File: src/rtl/extc_pkg.sv
package extc_pkg;
    localparam int unsigned ADDR_W = 2;

    localparam logic [ADDR_W-1:0] A_MODE = 2'd0;
    localparam logic [ADDR_W-1:0] A_POL  = 2'd1;
    localparam logic [ADDR_W-1:0] A_FLAG = 2'd2;

    typedef enum logic [1:0] {
        ST_QUIET   = 2'd0,
        ST_HELD    = 2'd1,
        ST_LATCHED = 2'd2
    } chan_state_e;
endpackage

File: src/rtl/extc_sync.sv
module extc_sync #(
    parameter int unsigned WIDTH   = 4,
    parameter logic        RST_VAL = 1'b1
) (
    input  logic             clk,
    input  logic             rst_n,
    input  logic [WIDTH-1:0] d_async,
    output logic [WIDTH-1:0] q_sync
);
    logic [WIDTH-1:0] stage1;
    logic [WIDTH-1:0] stage2;

    always_ff @(posedge clk or negedge rst_n) begin
        if (!rst_n) begin
            stage1 <= {WIDTH{RST_VAL}};
            stage2 <= {WIDTH{RST_VAL}};
        end else begin
            stage1 <= d_async;
            stage2 <= stage1;
        end
    end

    assign q_sync = stage2;
endmodule

File: src/rtl/extc_regs.sv
module extc_regs
    import extc_pkg::*;
#(
    parameter int unsigned NCH = 4
) (
    input  logic              clk,
    input  logic              rst_n,
    input  logic              wr_en,
    input  logic [ADDR_W-1:0] wr_addr,
    input  logic [NCH-1:0]    wr_data,
    input  logic [ADDR_W-1:0] rd_addr,
    input  logic [NCH-1:0]    flags,
    output logic [NCH-1:0]    rd_data,
    output logic [NCH-1:0]    mode_edge,
    output logic [NCH-1:0]    pol_high,
    output logic [NCH-1:0]    clr_pulse
);
    always_ff @(posedge clk or negedge rst_n) begin
        if (!rst_n) begin
            mode_edge <= '0;
            pol_high  <= '0;
        end else if (wr_en) begin
            if (wr_addr == A_MODE) mode_edge <= wr_data;
            if (wr_addr == A_POL)  pol_high  <= wr_data;
        end
    end

    always_comb begin
        clr_pulse = '0;
        if (wr_en && wr_addr == A_FLAG) clr_pulse = wr_data;
    end

    always_comb begin
        unique case (rd_addr)
            A_MODE:  rd_data = mode_edge;
            A_POL:   rd_data = pol_high;
            A_FLAG:  rd_data = flags;
            default: rd_data = '0;
        endcase
    end

    p_mode_write_r2: assert property (@(posedge clk) disable iff (!rst_n)
        (wr_en && wr_addr == A_MODE) |=> (mode_edge == $past(wr_data)));
endmodule

File: src/rtl/extc_channel.sv
module extc_channel
    import extc_pkg::*;
(
    input  logic clk,
    input  logic rst_n,
    input  logic pin_sync,
    input  logic edge_mode,
    input  logic act_high,
    input  logic clr,
    output logic flag
);
    chan_state_e st_q, st_d;
    logic act, act_prev, edge_ev;

    assign act     = act_high ? pin_sync : ~pin_sync;
    assign edge_ev = act & ~act_prev;

    always_ff @(posedge clk or negedge rst_n) begin
        if (!rst_n) act_prev <= 1'b0;
        else        act_prev <= act;
    end

    always_ff @(posedge clk or negedge rst_n) begin
        if (!rst_n) st_q <= ST_QUIET;
        else        st_q <= st_d;
    end

    always_comb begin
        st_d = st_q;
        unique case (st_q)
            ST_QUIET: begin
                if (edge_mode && edge_ev)    st_d = ST_LATCHED;
                else if (!edge_mode && act)  st_d = ST_HELD;
            end
            ST_HELD: begin
                if (edge_mode)               st_d = ST_LATCHED;
                else if (!act)               st_d = ST_QUIET;
            end
            ST_LATCHED: begin
                if (clr) begin
                    if (edge_mode && edge_ev)    st_d = ST_LATCHED;
                    else if (!edge_mode && act)  st_d = ST_HELD;
                    else                         st_d = ST_QUIET;
                end
            end
            default: st_d = ST_QUIET;
        endcase
    end

    always_comb begin
        unique case (st_q)
            ST_HELD, ST_LATCHED: flag = 1'b1;
            default:             flag = 1'b0;
        endcase
    end

    p_edge_hold_r6: assert property (@(posedge clk) disable iff (!rst_n)
        (st_q == ST_LATCHED && !clr) |=> flag);
    p_clear_r7: assert property (@(posedge clk) disable iff (!rst_n)
        (st_q == ST_LATCHED && clr && !(edge_mode && edge_ev) && !(!edge_mode && act)) |=> !flag);
    p_collide_r8: assert property (@(posedge clk) disable iff (!rst_n)
        (clr && edge_mode && edge_ev) |=> flag);
    p_level_on_r5: assert property (@(posedge clk) disable iff (!rst_n)
        (!edge_mode && act) |=> flag);
    p_level_off_r5: assert property (@(posedge clk) disable iff (!rst_n)
        (st_q == ST_HELD && !edge_mode && !act) |=> !flag);
endmodule

File: src/rtl/extint_conditioner.sv
module extint_conditioner
    import extc_pkg::*;
#(
    parameter int unsigned NCH = 4
) (
    input  logic              clk,
    input  logic              rst_n,
    input  logic [NCH-1:0]    pin_in,
    input  logic              wr_en,
    input  logic [ADDR_W-1:0] wr_addr,
    input  logic [NCH-1:0]    wr_data,
    input  logic [ADDR_W-1:0] rd_addr,
    output logic [NCH-1:0]    rd_data,
    output logic [NCH-1:0]    irq_req
);
    logic [NCH-1:0] pin_s, mode_edge, pol_high, clr_pulse, flags;

    extc_sync #(.WIDTH(NCH), .RST_VAL(1'b1)) u_sync (
        .clk(clk), .rst_n(rst_n), .d_async(pin_in), .q_sync(pin_s)
    );

    extc_regs #(.NCH(NCH)) u_regs (
        .clk(clk), .rst_n(rst_n), .wr_en(wr_en), .wr_addr(wr_addr),
        .wr_data(wr_data), .rd_addr(rd_addr), .flags(flags),
        .rd_data(rd_data), .mode_edge(mode_edge), .pol_high(pol_high),
        .clr_pulse(clr_pulse)
    );

    for (genvar i = 0; i < NCH; i++) begin : g_ch
        extc_channel u_ch (
            .clk(clk), .rst_n(rst_n), .pin_sync(pin_s[i]),
            .edge_mode(mode_edge[i]), .act_high(pol_high[i]),
            .clr(clr_pulse[i]), .flag(flags[i])
        );
    end

    assign irq_req = flags;

    p_req_mirror_r10: assert property (@(posedge clk) disable iff (!rst_n)
        (rd_addr == A_FLAG) |-> (rd_data == irq_req));
endmodule

File: config.mk
export PLATFORM = sky130hd
export DESIGN_NAME = extint_conditioner
export DESIGN_NICKNAME = d
export VERILOG_FILES = /design/src/rtl/extc_pkg.sv /design/src/rtl/extc_sync.sv /design/src/rtl/extc_regs.sv /design/src/rtl/extc_channel.sv /design/src/rtl/extint_conditioner.sv
export SDC_FILE = /design/constraint.sdc
export NUM_CORES = 1
export LEC_CHECK = 0
export CAP_MARGIN = 5
export CELL_PAD_IN_SITES_DETAIL_PLACEMENT = 0
export CELL_PAD_IN_SITES_GLOBAL_PLACEMENT = 1
export CORE_UTILIZATION = 40
export CTS_BUF_LIST = sky130_fd_sc_hd__clkbuf_8
export DETAILED_ROUTE_END_ITERATION = 6
export PLACE_DENSITY = 0.76
export SYNTH_ARGS = -nofsm -noshare
export SYNTH_HDL_FRONTEND = slang
export SYNTH_SLANG_ARGS = --single-unit
File: constraint.sdc
create_clock -name clk -period 1.4 [get_ports clk]
set_input_delay 0.28 -clock clk [delete_from_list [all_inputs] [get_ports clk]]
set_output_delay 0.28 -clock clk [all_outputs]
set_load 0.01 [all_outputs]
==> reports/metrics.cfg <==
[global_route]
grt_max_degree=29
busiest_layer=met2
grt_overflow_total=0
use_met1=0.229
grt_pass1_vias=1484
antenna_found_initial=0
met3_usage=0.0224
grt_first_pass_wirelength_mm=6.50
gr-usage-all-layers=0.197
gr-usage-met2=0.367

[setup_path]
r2r-start=u_sync.q_sync[0]$_DFF_PN1_
r2r_end=g_ch[0].u_ch.st_q[0]$_DFFE_PN0P_
crit_type=reg -> out
critPathLaunch=g_ch[3].u_ch.st_q[0]$_DFFE_PN0P_
cp-endpoint=rd_data[3]
crit_fanout=2
crit_arrival_ns=1.40
critPathLaunchType=register
end_kind=primary output
worstPathRequired_ns=1.12
r2r_slack_ns=-0.23
r2r_cells=4

[placement]
numPortBuffers=22
place_ws_ns=-0.736
dpl.hpwl_mm=2.82
dp_cells=258
gp_congestion=0.751
placed_area_sq_um=2230

[sta]
fin_crit_sh=1.20
fin_ws_ns=-0.280
rsz0062_at_grt=true
hold_slack_ns=0.346
clock_skew_ns=0.00211
relSlewSlack=0.730
max_freq_mhz=595
hold_viol=0
worst_pin_slew_ns=0.399
setup_viol=14
period_needed_ns=1.68
slew_viol_final=0

[drt]
detail_route.first_pass.iterations=6
drc=0
drt_wl_total_mm=3.98
vias=1350
drt_iter0_drc=36
ant_nets=0
wl_per_cell_microns=14.7
vias_per_cell=4.98

[synthesis]
synth_simple_gate_area_frac=0.0937
ys_seq_elements=28
syn_inst=148
synthMuxAreaShare=0.113
syn-cell-area_sq_um=1630
ys_seq_area_frac=0.436
synthAdderAreaFrac=0.123
avgSynthCellArea_sq_um=11.0
synth_top_family_by_area=compound AO/OA/AOI/OAI gates
syn_nets=179
ys_warn_count=0
synth-compound-area-share=0.125
synth_xor_area_frac=0.0353
synth_cell_types=29

[power]
power.density_nw_per_um2=1980
p_leak_nw=1.20
vdd_drop_max_uv=1380

[clock_network]
cts_sinks=28
cts_tree=built
path_clk_slew_ns=0.10
cts-htree-levels=1
clk_path_buf_depth=2
cts_inserted_buffers=3
root_buffer=clkbuf_8
hold_buffers=0
insertion_delay_ns=0.27

[floorplan]
rows=22
core_sq_um=3770
start_util=0.432
die_h_microns=65.8
io_pins=23
die_area_sq_um=4330
die_x_microns=65.8

[finish]
antenna_cells=0
design_area_sq_um=2580
fillerInstances=272
drive_above_1_share=0.498
final_cells=271
fin_util=0.683
num-nets-final=255
syn_to_final_growth_pct=58.2

[outcome]
violations=setup timing
status=finished, violations left

[min_path]
min_path_type=in -> async

[flow_run]
drv_cap=0

## synth_stat cells, drive strengths merged
library cell,number,area (sq um)
inv,23,86.3
dfrtp,20,500
ha,16,200
mux2i,9,90.1
o21ai,9,45.0
dfstp,8,210
mux2,8,93.8
nand2,7,26.3
nor2,5,18.8
nor3b,5,37.5
buf,4,30.0
nand4b,4,35.0
a21o,3,22.5
a221o,3,30.0
nor3,3,15.0
o211ai,3,22.5
o311ai,3,26.3
o41ai,3,26.3
xor2,3,48.8
nor2b,2,12.5
a21boi,1,7.51
a311oi,1,8.76
a31oi,1,6.26
a32oi,1,8.76
clkbuf,1,3.75
nand3b,1,7.51
xnor2,1,8.76
## metal layers
metal,vias up,part of all wire
met5,-,0
met4,0,0.012
met3,4,0.019
met2,15,0.55
met1,666,0.42
li1,665,-
## how the worst min path moves through the flow
stage,to,slack [ns],start
3_5_place_dp,u_sync.q_sync[1]$_DFF_PN1_,0.35,u_sync.stage1[1]$_DFF_PN1_
6_report,g_ch[3].u_ch.st_q[1]$_DFFE_PN0P_,0.35,rst_n
2_1_floorplan,g_ch[0].u_ch.act_prev$_DFF_PN0_,-0.02,rst_n
5_1_grt,g_ch[3].u_ch.st_q[1]$_DFFE_PN0P_,0.37,rst_n
3_3_place_gp,u_sync.q_sync[1]$_DFF_PN1_,0.35,u_sync.stage1[1]$_DFF_PN1_
4_1_cts,g_ch[3].u_ch.act_prev$_DFF_PN0_,0.35,rst_n
## cell families (layout without fill, tap and decap cells)
logic type	after synthesis	after routing
AND/OR/NAND/NOR	27	27
flip-flops	28	28
adder cells (fa/ha/maj)	16	16
multiplexers	17	17
XOR/XNOR	4	4
AO/OA/AOI/OAI	28	28
buffers and inverters	28	103
## critical path, stage by stage, from the launching register on
cell,delay (ns)
dfrtp_1,0.38
inv_2,0.06
ha_4,0.26
mux2i_1,0.06
o21ai_1,0.20
buf_2,0.17
## report_power, final
part | switching (W) | internal [W]
clock | 0.000257 | 0.000252
sequential | 0.000167 | 0.00102
combinational | 0.00136 | 0.00206
total | 0.00178 | 0.00334
## timing repair
action	CTS	global route
setup buffers	6	10
resized for setup	76	20
endpoints found under the setup margin	17	23
pin swaps	2	12
## final cells by class
cell class                      instances  area, sq um  share of cell area
Tap cell                               48         60.1              0.0233
Multi-Input combinational cell         92         1000               0.390
Clock buffer                            4         55.1              0.0214
Inverter                               23         86.3              0.0335
Sequential cell                        28          712               0.276
Timing Repair Buffer                   76          659               0.256
## registers in the layout (all words and copies together), names as in the netlist
register and count:
u_sync.stage1 4, u_regs.pol_high 4, g_ch.u_ch.st_q 8, u_sync.q_sync 4
u_regs.mode_edge 4, g_ch.u_ch.act_prev 4
## layout by cell type, fill, tap and decap left out, drive strengths merged
master,count
o311ai,3
a221o,3
o211ai,3
nor2,5
nand3b,1
mux2i,9
dlygate4sd2,1
xor2,3
a21boi,1
inv,23
nand4b,4
a31oi,1
a21o,3
o41ai,3
nor3,3
dfstp,8
nor3b,5
o21ai,9
dlymetal6s2s,3
a311oi,1
mux2,8
a32oi,1
ha,16
xnor2,1
nor2b,2
clkbuf,4
clkdlybuf4s50,10
dfrtp,20
nand2,7
buf,62
## stage by stage
step | power [W] | TNS (ns)
after floorplan | 0.00251 | -0.372
after global placement | 0.00366 | -8.19
after detailed placement | 0.00376 | -8.64
after CTS | 0.00488 | -2.31
after global routing | 0.00545 | -3.40
final | 0.00511 | -2.61
Power figures use the tool's default switching activity.
